[src/rtl/srl_pkg.sv]
package srl_pkg;

    typedef enum logic {
        CAP_STROBE  = 1'b0,
        CAP_COUNTED = 1'b1
    } cap_mode_e;

    typedef struct packed {
        logic lvl;
    } edge_state_t;

endpackage

[src/rtl/srl_edge_det.sv]
module srl_edge_det (
    input  logic clk,
    input  logic rst_n,
    input  logic sig_i,
    output logic rise_o
);
    import srl_pkg::*;

    edge_state_t st_d, st_q;

    always_comb begin
        st_d     = st_q;
        st_d.lvl = sig_i;
        rise_o   = sig_i & ~st_q.lvl;
    end

    always_ff @(posedge clk) begin
        if (!rst_n) st_q <= '0;
        else        st_q <= st_d;
    end
endmodule

[src/rtl/srl_shift_reg.sv]
module srl_shift_reg #(
    parameter int WIDTH = 20
) (
    input  logic             clk,
    input  logic             rst_n,
    input  logic             step_i,
    input  logic             din_i,
    output logic [WIDTH-1:0] sr_o,
    output logic [WIDTH-1:0] sr_next_o,
    output logic             msb_o
);
    localparam int TOP = WIDTH - 1;

    logic [WIDTH-1:0] sr_d, sr_q, shifted;

    genvar g;
    generate
        for (g = 0; g < WIDTH; g++) begin : g_stage
            if (g == 0) begin : g_in
                assign shifted[g] = din_i;
            end else begin : g_mid
                assign shifted[g] = sr_q[g-1];
            end
        end
    endgenerate

    always_comb begin
        sr_d = sr_q;
        if (step_i) sr_d = shifted;
    end

    always_ff @(posedge clk) begin
        if (!rst_n) sr_q <= '0;
        else        sr_q <= sr_d;
    end

    assign sr_o      = sr_q;
    assign sr_next_o = sr_d;
    assign msb_o     = sr_q[TOP];
endmodule

[src/rtl/srl_bit_counter.sv]
module srl_bit_counter #(
    parameter int WIDTH = 20
) (
    input  logic clk,
    input  logic rst_n,
    input  logic arm_i,
    input  logic step_i,
    output logic full_o
);
    localparam int CNT_W = $clog2(WIDTH + 1);
    localparam logic [CNT_W-1:0] LAST = CNT_W'(WIDTH - 1);

    typedef struct packed {
        logic [CNT_W-1:0] cnt;
    } cnt_state_t;

    cnt_state_t st_d, st_q;

    always_comb begin
        st_d   = st_q;
        full_o = 1'b0;
        if (!arm_i) begin
            st_d.cnt = '0;
        end else if (step_i) begin
            if (st_q.cnt == LAST) begin
                full_o   = 1'b1;
                st_d.cnt = '0;
            end else begin
                st_d.cnt = st_q.cnt + 1'b1;
            end
        end
    end

    always_ff @(posedge clk) begin
        if (!rst_n) st_q <= '0;
        else        st_q <= st_d;
    end
endmodule

[src/rtl/srl_latch_ctrl.sv]
module srl_latch_ctrl #(
    parameter int WIDTH = 20
) (
    input  logic             clk,
    input  logic             rst_n,
    input  logic             mode_i,
    input  logic             le_i,
    input  logic             full_i,
    input  logic [WIDTH-1:0] sr_i,
    input  logic [WIDTH-1:0] sr_next_i,
    output logic [WIDTH-1:0] par_o
);
    import srl_pkg::*;

    typedef struct packed {
        logic [WIDTH-1:0] word;
    } latch_state_t;

    latch_state_t st_d, st_q;
    cap_mode_e    mode;

    always_comb begin
        mode = cap_mode_e'(mode_i);
        st_d = st_q;
        unique case (mode)
            CAP_STROBE:  if (le_i)   st_d.word = sr_i;
            CAP_COUNTED: if (full_i) st_d.word = sr_next_i;
            default:     st_d = st_q;
        endcase
    end

    always_ff @(posedge clk) begin
        if (!rst_n) st_q <= '0;
        else        st_q <= st_d;
    end

    assign par_o = st_q.word;
endmodule

[src/rtl/shift_latch_rx.sv]
module shift_latch_rx #(
    parameter int WIDTH = 20
) (
    input  logic             clk,
    input  logic             rst_n,
    input  logic             sclk_i,
    input  logic             sdata_i,
    input  logic             sel_i,
    input  logic             latch_en_i,
    input  logic             auto_mode_i,
    output logic [WIDTH-1:0] par_o,
    output logic             casc_o
);
    logic             rise_w;
    logic             step_w;
    logic             arm_w;
    logic             full_w;
    logic [WIDTH-1:0] shreg_w;
    logic [WIDTH-1:0] shreg_next_w;

    srl_edge_det u_edge (
        .clk    (clk),
        .rst_n  (rst_n),
        .sig_i  (sclk_i),
        .rise_o (rise_w)
    );

    assign step_w = rise_w & sel_i;
    assign arm_w  = auto_mode_i & sel_i & latch_en_i;

    srl_shift_reg #(.WIDTH(WIDTH)) u_sr (
        .clk       (clk),
        .rst_n     (rst_n),
        .step_i    (step_w),
        .din_i     (sdata_i),
        .sr_o      (shreg_w),
        .sr_next_o (shreg_next_w),
        .msb_o     (casc_o)
    );

    srl_bit_counter #(.WIDTH(WIDTH)) u_cnt (
        .clk    (clk),
        .rst_n  (rst_n),
        .arm_i  (arm_w),
        .step_i (step_w),
        .full_o (full_w)
    );

    srl_latch_ctrl #(.WIDTH(WIDTH)) u_lat (
        .clk       (clk),
        .rst_n     (rst_n),
        .mode_i    (auto_mode_i),
        .le_i      (latch_en_i),
        .full_i    (full_w),
        .sr_i      (shreg_w),
        .sr_next_i (shreg_next_w),
        .par_o     (par_o)
    );
endmodule

[config.mk]
export PLATFORM = sky130hd
export DESIGN_NAME = shift_latch_rx
export DESIGN_NICKNAME = d
export VERILOG_FILES = /design/src/rtl/srl_pkg.sv /design/src/rtl/srl_edge_det.sv /design/src/rtl/srl_shift_reg.sv /design/src/rtl/srl_bit_counter.sv /design/src/rtl/srl_latch_ctrl.sv /design/src/rtl/shift_latch_rx.sv
export SDC_FILE = /design/constraint.sdc
export NUM_CORES = 1
export LEC_CHECK = 0
export BUFFER_PORTS_ARGS = -buffer_cell sky130_fd_sc_hd__buf_2
export CAP_MARGIN = 20
export CORE_ASPECT_RATIO = 1.75
export CORE_MARGIN = 2
export CORE_UTILIZATION = 56
export DETAILED_ROUTE_END_ITERATION = 8
export HOLD_SLACK_MARGIN = 0.1
export PLACE_DENSITY = 0.78
export SLEW_MARGIN = 40
export SYNTH_ARGS = -nofsm -noshare
export SYNTH_HDL_FRONTEND = slang
export SYNTH_SLANG_ARGS = --single-unit
[constraint.sdc]
create_clock -name clk -period 1.8 [get_ports clk]
set_input_delay 0.18 -clock clk [delete_from_list [all_inputs] [get_ports clk]]
set_output_delay 0.18 -clock clk [all_outputs]
set_load 0.005 [all_outputs]
; Yosys cells after proc, flatten, opt, wreduce, memory -nomap -nowiden
; Index checks and enable logic that the tools add are counted.
; W data, S select, Z words.
[totals]
ff_bits = 46
output_inout_bits = 21
in_bits = 7
[op_classes]
reduce_logical = 2
muxes = 8
add_sub_neg = 1
bitwise = 6
eq_ne = 3
[ops]
columns = op, count
row1 = $mux W20, 3
row2 = $pmux W20 S2, 1
row3 = $add A5 B1 Y5 const B, 1
row4 = $eq A5 B5 Y1 const B, 1
row5 = $mux W5, 1
row6 = $and A1 B1 Y1, 4
row7 = $reduce_and A2 Y1, 2
row8 = $mux W1, 3
row9 = $ne A2 B1 Y1 const B, 1
row10 = $ne A2 B2 Y1 const B, 1
row11 = $not A1 Y1, 2

; Logic depth before layout (Yosys ltp)
; Gate-level depths: netlist of the first run.
[depth]
depth_word = 7
ltp_mapped = 5
depth_no_buf = 4

; By module
; Synthesis of the first run repeated with hierarchy kept, for this count alone.
[hier_totals]
hier_cells = 186
area_unflattened_um2 = 2167.1
[modules_own_cells]
columns = module, cells_per_inst, n_inst, seq_area_each_um2, area_per_inst_um2
row1 = srl_latch_ctrl, 89, 1, 400.4, 980.9
row2 = srl_shift_reg, 65, 1, 400.4, 868.3
row3 = srl_bit_counter, 27, 1, 100.1, 265.3
row4 = srl_edge_det, 3, 1, 20.0, 40.0
row5 = shift_latch_rx, 2, 1, 0.0, 12.5

; Least setup slack after synthesis of the first run
; OpenSTA, ideal clock, no wires.
[synth_path]
path_kind = flip-flop to flip-flop
start = register u_cnt.st_q[0] in the netlist's numbering
end = register u_cnt.st_q[0] in the netlist's numbering
path_slack_ns = 0.489
n_path_buf = 0
t_arrival_ns = 1.176
setup_time_ns = 0.135
stages_incl_launch_ff = 5
required_time_ns = 1.665
cell_sequence = dfxtp_1 ha_1 nand4b_1 o41ai_1 nor2_1
[synth_between]
elab_chain_cells = 2
elab_cells_between_ends = 3
cone_classes = add/sub: 1 / eq/ne: 1 / mux: 1
[synth_lines]
columns = item, line_no
row1 = start: declaration, srl_bit_counter.sv:17  ; cnt_state_t st_d, st_q;
row2 = start signal: assignment, srl_bit_counter.sv:36  ; else st_q <= st_d;
row3 = $add A5 B1 Y5 or $eq A5 B5 Y1 (tied branches), "srl_bit_counter.sv:29, srl_bit_counter.sv:25"
row4 = $mux W5 *, srl_bit_counter.sv:25  ; if (st_q.cnt == LAST) begin
; Every way passes the cells marked *; elsewhere a longest branch is shown, timed or not.
; A chain may end at the register's enable or synchronous reset.

; Final worst setup path of the first run
[layout_path]
start = register u_cnt.st_q[0] in the netlist's numbering
end = register u_cnt.st_q[2] in the netlist's numbering
; The elaborated chain is that of the path after synthesis.

==> run summary, run 1 <==
The area of the mapped netlist is 2054 um^2, and the number of enable flip-flop cells after synthesis is 0. The XOR/XNOR share of the synthesized area was 0.008526. Clock tree synthesis selected as its root buffer the cell clkbuf_8.

The proportion of synthesized chip area in sequential cells is 0.4482. The number of CTS-inserted buffers was 5; the port buffer count was 27. The total negative setup slack is 0 ns. Setup violations remaining at the end of the flow were counted as 0.

The required time at the worst-slack endpoint was 1.98 ns. The pin slew with the least headroom to its limit came out at 0.4978 ns. By area, the combinational part of the netlist is dominated by compound AO/OA/AOI/OAI gates. The detail route stage leaves a number of antenna-violating nets equal to 0. After clock tree synthesis, the clock-pin slew on the worst setup and hold paths is 0.08 ns. The net count of the finished layout is 251. The run gives 0.32 ns as the register-to-register path setup slack. By area the synthesized netlist is led by dfxtp_1, a221oi_2, mux2i_1. The H-tree generated during clock tree synthesis spans 2 levels. The min-delay analysis places its worst path in the category input pin to register. The die area was 4188 um^2.

In this run the deepest clock path goes through 2 buffers. The aggregate global routing overflow came out at 0. Dividing total power by cell area gives a power density of 812.5 nW/um^2. Endpoint of the most critical register-to-register path: u_cnt.st_q[2]. The mean number of vias per cell was 5.600; the maximum number of pins on one net before global-route repair was 41. The repair_antennas step left the layout with diodes totalling 0. Counting flops and latches in the post-synthesis netlist gives 46.

The number of antenna violations at the first check in global routing was 0; the simple logic cell fraction of the synthesized area was 0.1681. The clock arrives with 0.005480 ns of skew. The initial core utilization was 0.5778. For this run, the top clock speed supported by timing is 673.7 MHz. Multiplexer fraction of the synthesized cell area: 0.09744. The tools report the worst hold path endpoint as u_sr.sr_o[0]. The most common library cell in the layout ignoring fill and taps is dfxtp_1. The area growth from synthesis to layout is 13.82%.

The detailed router placed 1,624 vias in this run. After synthesis, the mean cell area works out to 9.511 um^2. At the end of routability-driven placement, the weighted congestion stood at 0.8446. The worst slew margin relative to its limit was 0.6638; the critical path data arrival time was 1.66 ns. The largest fanout on the critical path was 4. The first global-routing pass estimated 6989 um of wire. The global-route usage over all layers was 0.2171. The analysis attributes to cell leakage a power of 0.9608 nW.

The final worst-path cycle share was 0.8246; the distinct cell type count of the synthesized netlist was 28. Endpoint kind of the worst setup timing path: a register. Overall power consumption after layout is estimated at 0.001900 W. Synthesis produced 216 cells. The tools report the total length of routed wires as 4055 um. For the number of post-CTS setup repair buffers, the log shows 0.

The type of the worst setup path is register to register. Counting every sink on the clock net gives 46. During synthesis, Yosys emitted a total of 0 warnings. Summing all multi-input logic gate instances after layout gives 1028 um^2.

Of all cell types, the one taking the most synthesized area is dfxtp_1. Max-cap violations in this run came to 0. The detail-routed net length per standard cell works out to 13.98 um. The fraction of final layout cells with drive strength greater than 1 came out at 0.2623. In this run the most critical hold path is launched from sdata_i.

The tools report the via count of the first global-routing pass as 1,565. The adder-cell share of the synthesized area was 0.006090. The flow ran to the end, and the final reports show no timing, DRC or antenna violations. In the layout the commonest cells are dfxtp_1, nand2_1, buf_2. The most used flip-flop cell after synthesis is dfxtp_1. Overall die width: 49.79 um. The detailed router finished its first iteration with 31 violations. First-pass detailed-route iteration total: 4.

Startpoint of the worst-slack reg-to-reg timing path: u_cnt.st_q[0]. TritonCTS built the clock tree. The floorplan has 29 rows. The run gives 330 as the filler cell count in the final layout. 28 I/O pins were placed. The portion of synthesized cell area occupied by the leading cell type is 0.4482.

The post-route DRC violation count is 0, and the hold-critical path depth is 3. The share of async-settable or async-resettable flops after synthesis was 0; the clock latency on the worst-skew pair was 0.30 ns. Across the VDD grid, the largest voltage drop is 0.6637 mV. The count of endpoints failing hold in the final timing report was 0. After legalization and detailed placement, the total HPWL measured 2785 um. In the final layout, flip-flops and latches occupy 920.9 um^2.

The final number of max-transition violations came out at 0. The die is 84.13 um tall. The region available for standard cell placement spans 3556 um^2. Setup repair after global routing left no endpoint under its margin. The routed design could run at a clock period as short as 1.484 ns.

The synthesized netlist net count is 224, and the worst-case reg-to-reg path depth is 4. STA classifies the critical path startpoint as a register. Complex-gate fraction of the synthesized area: 0.2205.
flip-flops by register name, indices dropped and copies added (netlist names):
| signal | cells |
|---|---|
| u_lat.par_o | 20 |
| u_sr.sr_o | 20 |
| u_cnt.st_q | 5 |
| u_edge.st_q | 1 |
final cells by class:
cell class,count,share of cell area
repair buffers,37,0.09631
multi-input cells,150,0.4398
well taps,46,0.02461
clock inverters,2,0.005350
clock buffers,6,0.03531
flip-flops and latches,46,0.3938
inverters,3,0.004815
cell families (layout without fill, tap and decap cells):
kind of cell | after synthesis | after routing
AOI/OAI and AO/OA | 48 | 48
xor gates and xnor gates | 2 | 2
adders and majority gates | 1 | 1
buffers and inverters | 20 | 48
DFF | 46 | 46
muxes | 20 | 20
and+or+nand+nor | 79 | 79
what timing repair did:
action                    in CTS  in global routing
hold buffers                   1                  0
hold endpoints to repair       1                  0
resized for setup              0                  0
critical path: stages, from the launching register on:
cell and delay (ns):
dfxtp_1 0.38, ha_1 0.23, nand4b_1 0.19, o41ai_1 0.47, nor2_1 0.09
synthesized netlist by cell type, types with 2 or more instances:
master / n
a221oi_2: 20
nand3_1: 2
inv_1: 3
buf_2: 6
nand2_1: 44
buf_6: 3
mux2i_1: 20
nand4b_1: 2
dfxtp_1: 46
xnor2_1: 2
nor2b_1: 2
clkbuf_1: 8
nor2_1: 22
a21oi_1: 22
per-layer routing:
metal	GRT usage	vias up	wire length (um)
met3	0.05376	7	108
met1	0.2380	773	1674
li1	-	818	-
met5	0	-	0
met4	0.1136	0	113
met2	0.3758	26	2159
stage by stage:
stage	hold slack (ns)	setup WS, ns	area (um^2)	utilization	cells
final	0.1323	0.3157	2338	0.6576	290
after detailed placement	0.4197	0.3006	2233	0.6281	281
after global routing	0.1420	0.1231	2338	0.6576	290
after CTS	0.1238	0.2946	2338	0.6576	290
after floorplan	0.3017	0.4890	2054	-	216
after global placement	0.4106	0.3426	2233	0.6281	281
report_power, final:
part / total (W) / internal (W) / switching, W
Clock: 0.000662 / 0.000309 / 0.000353
Combinational: 0.000180 / 0.0000766 / 0.000103
Sequential: 0.00106 / 0.00104 / 0.0000137
how the worst max path moves through the flow:
stage	cells after the start	end	startpoint	slack [ns]
floorplan	4	u_cnt.st_q[0]	u_cnt.st_q[0]	0.49
CTS	4	u_cnt.st_q[2]	u_cnt.st_q[0]	0.29
detailed placement	4	u_cnt.st_q[2]	u_cnt.st_q[0]	0.30
global route	4	u_cnt.st_q[0]	u_cnt.st_q[0]	0.12
finish	4	u_cnt.st_q[2]	u_cnt.st_q[0]	0.32
global placement	4	u_cnt.st_q[0]	u_cnt.st_q[0]	0.34
(Power assumes the default switching activity.)
==> run 2: changes to the inputs <==
CORE_UTILIZATION = 51   (was 56)
PLACE_DENSITY = 0.75   (was 0.78)
clock period = 1.3 ns   (was 1.8 ns; I/O delays follow)
==> run 2 against run 1 <==
Net effect:
- the flow now finishes with violations (setup timing)
- combinational power grew 49%
- sequential power increased by 39%
- first-iteration DRC count increased by 19%
- cell count rose by 3.8%
- total power is 45% higher
- sequential cell count did not move
- clock-buffer cell count up 1
- critical endpoint is now u_lat.par_o[11]
==> run summary, run 2 (same netlist as run 1, synthesis figures left out) <==
The worst slew margin relative to its limit was 0.7857 (was 0.6638); the final number of max-transition violations was 0 (unchanged). Cell chain of the critical path: and3b_2 -> a31o_4 -> buf_2 -> a221oi_2 (was ha_1 -> nand4b_1 -> o41ai_1 -> nor2_1). The stage delay of the slowest cell on the critical path is 0.35 ns (was 0.47 ns), and the maximum root-to-sink buffer count is 2 (unchanged). The type of element launching the critical path is a register (unchanged). The clock skew came out at 0.004944 ns (was 0.005480 ns). The tools report the met2 global-route usage as 0.3751 (was 0.3758). The tools report the filler cell count in the final layout as 321 (was 330).

The number of CTS-inserted buffers was 5 (unchanged); the met3 usage was 0.04949 (was 0.05376). Detail-routed net length per standard cell: 14.36 um (was 13.98 um). The height of the die was 87.96 um (was 84.13 um). The tools report the die area as 4572 um^2 (was 4188 um^2). Type of the worst setup path: register to register (unchanged). Pre-CTS setup slack: -0.01904 ns (was 0.3006 ns). For the total length of routed wires, the log shows 4322 um (was 4055 um). The antenna violation net count after detailed routing was 0 (unchanged). Half-perimeter wire length of the detailed placement result: 2941 um (was 2785 um). The clock latency on the worst-skew pair is 0.29 ns (was 0.30 ns), and the fraction of final layout cells with drive strength greater than 1 is 0.2925 (was 0.2623).

The power density relative to cell area was 1124 nW/um^2 (was 812.5 nW/um^2). The logs give 0 (unchanged) for the post-route DRC violation count and 0.002761 W (was 0.001900 W) for the sum of internal, switching and leakage power. Final worst-path cycle share: 1.022 (was 0.8246).

For the core box area, the log shows 3866 um^2 (was 3556 um^2). The H-tree depth reported by CTS is 2 (unchanged), and the pin slew with the least headroom to its limit is 0.3203 ns (was 0.4978 ns). The area added between synthesis and finish is 19.61% (was 13.82%).

The port buffer count was 27 (unchanged); the via count of the first global-routing pass was 1,626 (was 1,565). For the post-route cell area, the log shows 2457 um^2 (was 2338 um^2). The maximum ir drop on the vdd rail is 0.9035 mV (was 0.6637 mV). Achievable clock frequency: 752.3 MHz (was 673.7 MHz). The cell with the largest stage delay on the worst path is dfxtp_2 (was o41ai_1).

The clock transition at the registers of the reported paths works out to 0.08 ns (about the same). Clock root buffer master: clkbuf_8 (unchanged). The logs give 30 (was 29) for the number of rows created at floorplan and 0 (unchanged) for the number of post-CTS setup repair buffers. The run gives 1.016 nW (was 0.9608 nW) as the static power due to leakage. Aggregate global routing overflow: 0 (unchanged). The tools report the maximum number of pins on one net before global-route repair as 41 (unchanged).

The run finished, with violations left. The logs give 0 (unchanged) for the count of endpoints failing hold in the final timing report and 0.2141 (was 0.2171) for the global-route usage over all layers. The tools report the final weighted congestion of routability-driven global placement as 0.7787 (was 0.8446). The combined buffer and inverter count along the critical path works out to 1 (was 0). Setup repair after global routing could not meet its margin everywhere.

The final setup violation count is 20 (was 0). The logs give 4 (unchanged) for the first-pass detailed-route iteration total and 0 (unchanged) for the number of maximum-capacitance violations. Worst min-delay path category: input pin to register (unchanged). The number of sinks driven by the clock tree was 46 (unchanged); the number of top-level design ports was 28 (unchanged). Violation count after the first detailed-route iteration: 37 (was 31). TritonCTS built the clock tree.

The tools report the number of antenna violations at the first check in global routing as 0 (unchanged). The total negative setup slack was -0.2802 ns (was 0 ns). Commonest cells after routing, fill and taps aside: dfxtp_1, nand2_1, buf_2 (unchanged).

The category of cells accounting for the largest share of critical-path delay was compound AO/OA/AOI/OAI gates (unchanged). The most common library cell in the layout ignoring fill and taps was dfxtp_1 (unchanged). The via count is 1,689 (was 1,624), and the clock period minus worst slack is 1.329 ns (was 1.484 ns).

Largest fanout on the critical path: 5 (was 4). The run gives 260 (was 251) as the net count of the finished layout. The setup slack after layout was -0.02923 ns (was 0.3157 ns); the mean number of vias per cell was 5.611 (was 5.600).

The logs give 0 (unchanged) for the number of antenna repair diodes and 7389 um (was 6989 um) for the first-pass GRT wire length. The checks that failed: setup timing. The overall die width came out at 51.98 um (was 49.79 um).

The layer carrying the most global-route usage was met2 (unchanged). For the critical path data arrival time, the log shows 1.54 ns (was 1.66 ns). The required time at the worst-slack endpoint came out at 1.51 ns (was 1.98 ns). The endpoint kind of the worst setup timing path is a register (unchanged). The initial core utilization was 0.5314 (was 0.5778). The tools report the global-route track usage on met1 as 0.2465 (was 0.2380). The total placed instance area came out at 2296 um^2 (was 2233 um^2).
## run 2: metal layers
layer  wire length [um]  vias to the layer above
met5                  0                        -
met4                 76                        0
met3                133                        7
met2               2423                       34
met1               1689                      815
li1                   -                      833
## run 2: through the flow
step | hold WS (ns) | util | instances
finish | 0.09710 | 0.6356 | 301
global route | 0.1396 | 0.6356 | 301
CTS | 0.3178 | 0.6346 | 301
global placement | 0.3560 | 0.5939 | 290
detailed placement | 0.3688 | 0.5939 | 290
floorplan | 0.2517 | - | 216
## run 2: power by group
part / internal (W) / switching (W)
combinational: 0.000119 / 0.000150
sequential: 0.00145 / 0.0000200
clock: 0.000575 / 0.000450
total: 0.00214 / 0.000620
## run 2: path summary, 6_finish.rpt
kind	slack (ns)	to	startpoint	depth (start not counted)
worst max-delay path	-0.03	u_lat.par_o[11]	u_edge.st_q	4
worst min-delay path	0.1	u_edge.st_q	sclk_i	2
worst max register to register	-0.03	u_lat.par_o[11]	u_edge.st_q	4
worst min register to register	0.47	u_sr.sr_o[19]	u_sr.sr_o[19]	2
## run 2: final cells by class
cell class / instances / area, um^2 / area share
multi-input cells: 150 / 1057 / 0.4302
flip-flops and latches: 46 / 922.1 / 0.3753
repair buffers: 46 / 300.3 / 0.1222
clock buffers: 7 / 76.32 / 0.03106
well taps: 48 / 60.06 / 0.02444
clock inverters: 1 / 30.03 / 0.01222
inverters: 3 / 11.26 / 0.004582
## run 2: what timing repair did
action | CTS | global route
resized for setup | 5 | 1
setup endpoints to repair | 23 | 25
pin swaps | 0 | 1
endpoints found under the hold margin | 2 | 0
cloned | 0 | 1
hold buffers | 3 | 0
==> run 3: changes to the inputs <==
==> constraint.sdc (replaced) <==
create_clock -name clk -period 1.3 [get_ports clk]
set_input_delay 0.26 -clock clk [delete_from_list [all_inputs] [get_ports clk]]
set_output_delay 0.26 -clock clk [all_outputs]
set_load 0.005 [all_outputs]
==> run 3 against run 2 <==
Net effect:
- the flow still finishes with violations (setup timing)
- non-clock buffer count decreased by 3
- global-route usage is 1.5 points lower
- sequential power hardly changed
- utilization about the same
- worst hold slack better by 0.10 ns
- total power is 6.6% lower
- fmax shrank 0.44%
- cell count fell by 1.7%
- via count fell by 3.3%
- die area is the same
- critical endpoint is now u_lat.par_o[13]
- largest cell class unchanged
- largest power group unchanged
==> run summary, run 3 (same netlist as run 1, synthesis figures left out) <==
The clock transition at the registers of the reported paths works out to 0.08 ns (about the same). The final worst-path cycle share works out to 1.027 (was 1.022). The run gives 0.001981 W (was 0.002141 W) as the total internal power. The tools report the sum of internal, switching and leakage power as 0.002580 W (was 0.002761 W).

The part of the power in combinational logic is 0.106 (was 0.097). The endpoint of the most critical register-to-register path was u_lat.par_o[13] (was u_lat.par_o[11]). The maximum ir drop on the vdd rail came out at 0.9286 mV (was 0.9035 mV).

The sequential cell fraction of total power was 0.568 (was 0.531); the largest fanout on the critical path was 5 (unchanged). The total negative setup slack is -0.07187 ns (was -0.2802 ns). Violations in the final reports: setup timing (unchanged).

The static power due to leakage was 1.007 nW (was 1.016 nW). The clock share of power came out at 0.326 (was 0.371). The number of rows created at floorplan came out at 30 (unchanged). The via count of the first global-routing pass was 1,542 (was 1,626).

The tools report the register-to-register path setup slack as -0.04 ns (was -0.03 ns). The number of CTS-inserted buffers came out at 5 (unchanged). The tools report the via count as 1,634 (was 1,689). The flow ran to the end, but the final reports show violations. The maximum root-to-sink buffer count is 2 (unchanged). The net count of the finished layout was 257 (was 260); the clock skew was 0.006132 ns (was 0.004944 ns). The hold buffer count at CTS came out at 0 (was 3). The hold-critical path depth was 2 (unchanged).

The tools report the area used by sequential logic in the layout as 927.1 um^2 (was 922.1 um^2). Commonest cells after routing, fill and taps aside: nand2_1, dfxtp_1, buf_2 (was dfxtp_1, nand2_1, buf_2). The tools report the clock root buffer master as clkbuf_8 (unchanged). The half-perimeter wire length of the detailed placement result is 2688 um (was 2941 um).

The global-route usage over all layers came out at 0.1988 (was 0.2141). The most common library cell in the layout ignoring fill and taps is nand2_1 (was dfxtp_1). The die area was 4572 um^2 (unchanged). The number of antenna violations at the first check in global routing was 0 (unchanged); the port buffer count was 27 (unchanged). The run gives 6831 um (was 7389 um) as the first-pass GRT wire length. The pin slew with the least headroom to its limit was 0.3006 ns (was 0.3203 ns); the number of sinks driven by the clock tree was 46 (unchanged). The post-route DRC violation count came out at 0 (unchanged). The area added between synthesis and finish was 19.67% (was 19.61%); the overall die width was 51.98 um (unchanged). The run gives 0.7862 (was 0.7787) as the final weighted congestion of routability-driven global placement. The tools report the net switching power figure as 0.0005990 W (was 0.0006202 W). The achievable clock frequency is 749.0 MHz (was 752.3 MHz).

Aggregate global routing overflow: 0 (unchanged). The final number of max-transition violations came out at 0 (unchanged). Final design utilization: 0.6359 (was 0.6356).

The worst-case reg-to-reg path depth works out to 4 (unchanged). Endpoint kind of the worst setup timing path: a register (unchanged). The violation count after the first detailed-route iteration was 35 (was 37); the number of antenna repair diodes was 0 (unchanged). The mean number of vias per cell was 5.520 (was 5.611); the first-pass detailed-route iteration total was 4 (unchanged). The tools report the core box area as 3866 um^2 (unchanged). Type of the worst setup path: register to register (unchanged). The termination of the worst setup path is u_lat.par_o[13] (was u_lat.par_o[11]).

The tools report the setup slack after layout as -0.03517 ns (was -0.02923 ns). The tools report the type of element launching the critical path as a register (unchanged). The initial core utilization was 0.5314 (unchanged); the fraction of final layout cells with drive strength greater than 1 was 0.3145 (was 0.2925). TritonCTS built the clock tree. The tools report the count of endpoints failing hold in the final timing report as 0 (unchanged). The total length of routed wires was 4131 um (was 4322 um). The tools report the area of the multi-input gates as 1070 um^2 (was 1057 um^2).

The height of the die was 87.96 um (unchanged). The detail-routed net length per standard cell came out at 13.96 um (was 14.36 um). Clock period minus worst slack: 1.335 ns (was 1.329 ns). The worst slew margin relative to its limit is 0.7989 (was 0.7857), and the number of maximum-capacitance violations is 0 (unchanged). The required time at the worst-slack endpoint came out at 1.50 ns (was 1.51 ns). The critical path startpoint is u_edge.st_q (unchanged). The logs give 0.29 ns (about the same) for the clock latency on the worst-skew pair and 0 (unchanged) for the antenna violation net count after detailed routing.

The run gives 2 (unchanged) as the H-tree depth reported by CTS. The run gives 0 (unchanged) as the number of post-CTS setup repair buffers. The logs give 28 (unchanged) for the number of top-level design ports and 1.54 ns (about the same) for the critical path data arrival time. The worst min-delay path category was input pin to register (unchanged).

The switching part of the total power is 0.2322 (was 0.2246), and the power density relative to cell area is 1049 nW/um^2 (was 1124 nW/um^2). The tools report the startpoint of the worst-slack reg-to-reg timing path as u_edge.st_q (unchanged). Setup repair after global routing could not meet its margin everywhere. The filler cell count in the final layout came out at 343 (was 321).

For the maximum number of pins on one net before global-route repair, the log shows 41 (unchanged). The final setup violation count came out at 10 (was 20).
run 3: cell types whose count changed in the layout (fill, tap and decap cells not counted), moves of 2 or more:
cell and change:
buf_12 +2, clkbuf_1 -2, dlygate4sd3_1 -2, dfxtp_2 +4, buf_4 -3, dfxtp_1 -4
run 3: cell type report:
| type | count | share of cell area |
|---|---|---|
| tap | 48 | 0.02443 |
| sequential | 46 | 0.3771 |
| clock buffer | 6 | 0.03359 |
| inverter | 3 | 0.004580 |
| multi-input combinational | 150 | 0.4351 |
| timing repair buffer | 43 | 0.1252 |
run 3: timing repair:
action	in CTS	in global routing
resized for setup	6	10
pin swaps	2	2
gates cloned	1	0
endpoints found under the setup margin	21	24
run 3: critical path, stage by stage, from the launching register on:
cell and delay [ns]:
dfxtp_2 0.34, and3b_2 0.23, a31o_4 0.27, buf_6 0.14
a221oi_2 0.27
run 3: worst min path at each step:
stage,startpoint,endpoint,slack [ns]
after floorplan,rst_n,u_edge.st_q,0.38
after global placement,u_sr.sr_o[19],u_sr.sr_o[19],0.46
after detailed placement,u_sr.sr_o[19],u_sr.sr_o[19],0.47
after CTS,rst_n,u_edge.st_q,0.20
after global routing,rst_n,u_edge.st_q,0.22
final,rst_n,u_edge.st_q,0.20
run 3: routing by layer:
layer  vias up  GRT usage  routed length [um]
met5         -          0                   0
met4         0    0.08373                  58
met3         4    0.04437                 132
met2        30     0.3498                2208
met1       769     0.2247                1732
li1        831          -                   -
run 3: through the flow:
step	cell area (um^2)	setup WS (ns)	std cells	hold WS (ns)
final	2459	-0.03517	296	0.2018
after global placement	2313	-0.009653	289	0.4637
after CTS	2421	-0.03935	296	0.1982
after detailed placement	2313	-0.06565	289	0.4716
after floorplan	2062	0.005131	216	0.3817
after global routing	2459	-0.07748	296	0.2183
run 3: power by group through the flow:
stage	combinational, W	sequential [W]	clock [W]
final	0.000273	0.00147	0.000841
after global routing	0.000300	0.00147	0.000906
after CTS	0.000270	0.00147	0.000857
after detailed placement	0.000262	0.00150	0
after global placement	0.000257	0.00150	0
after floorplan	0.000168	0.00150	0
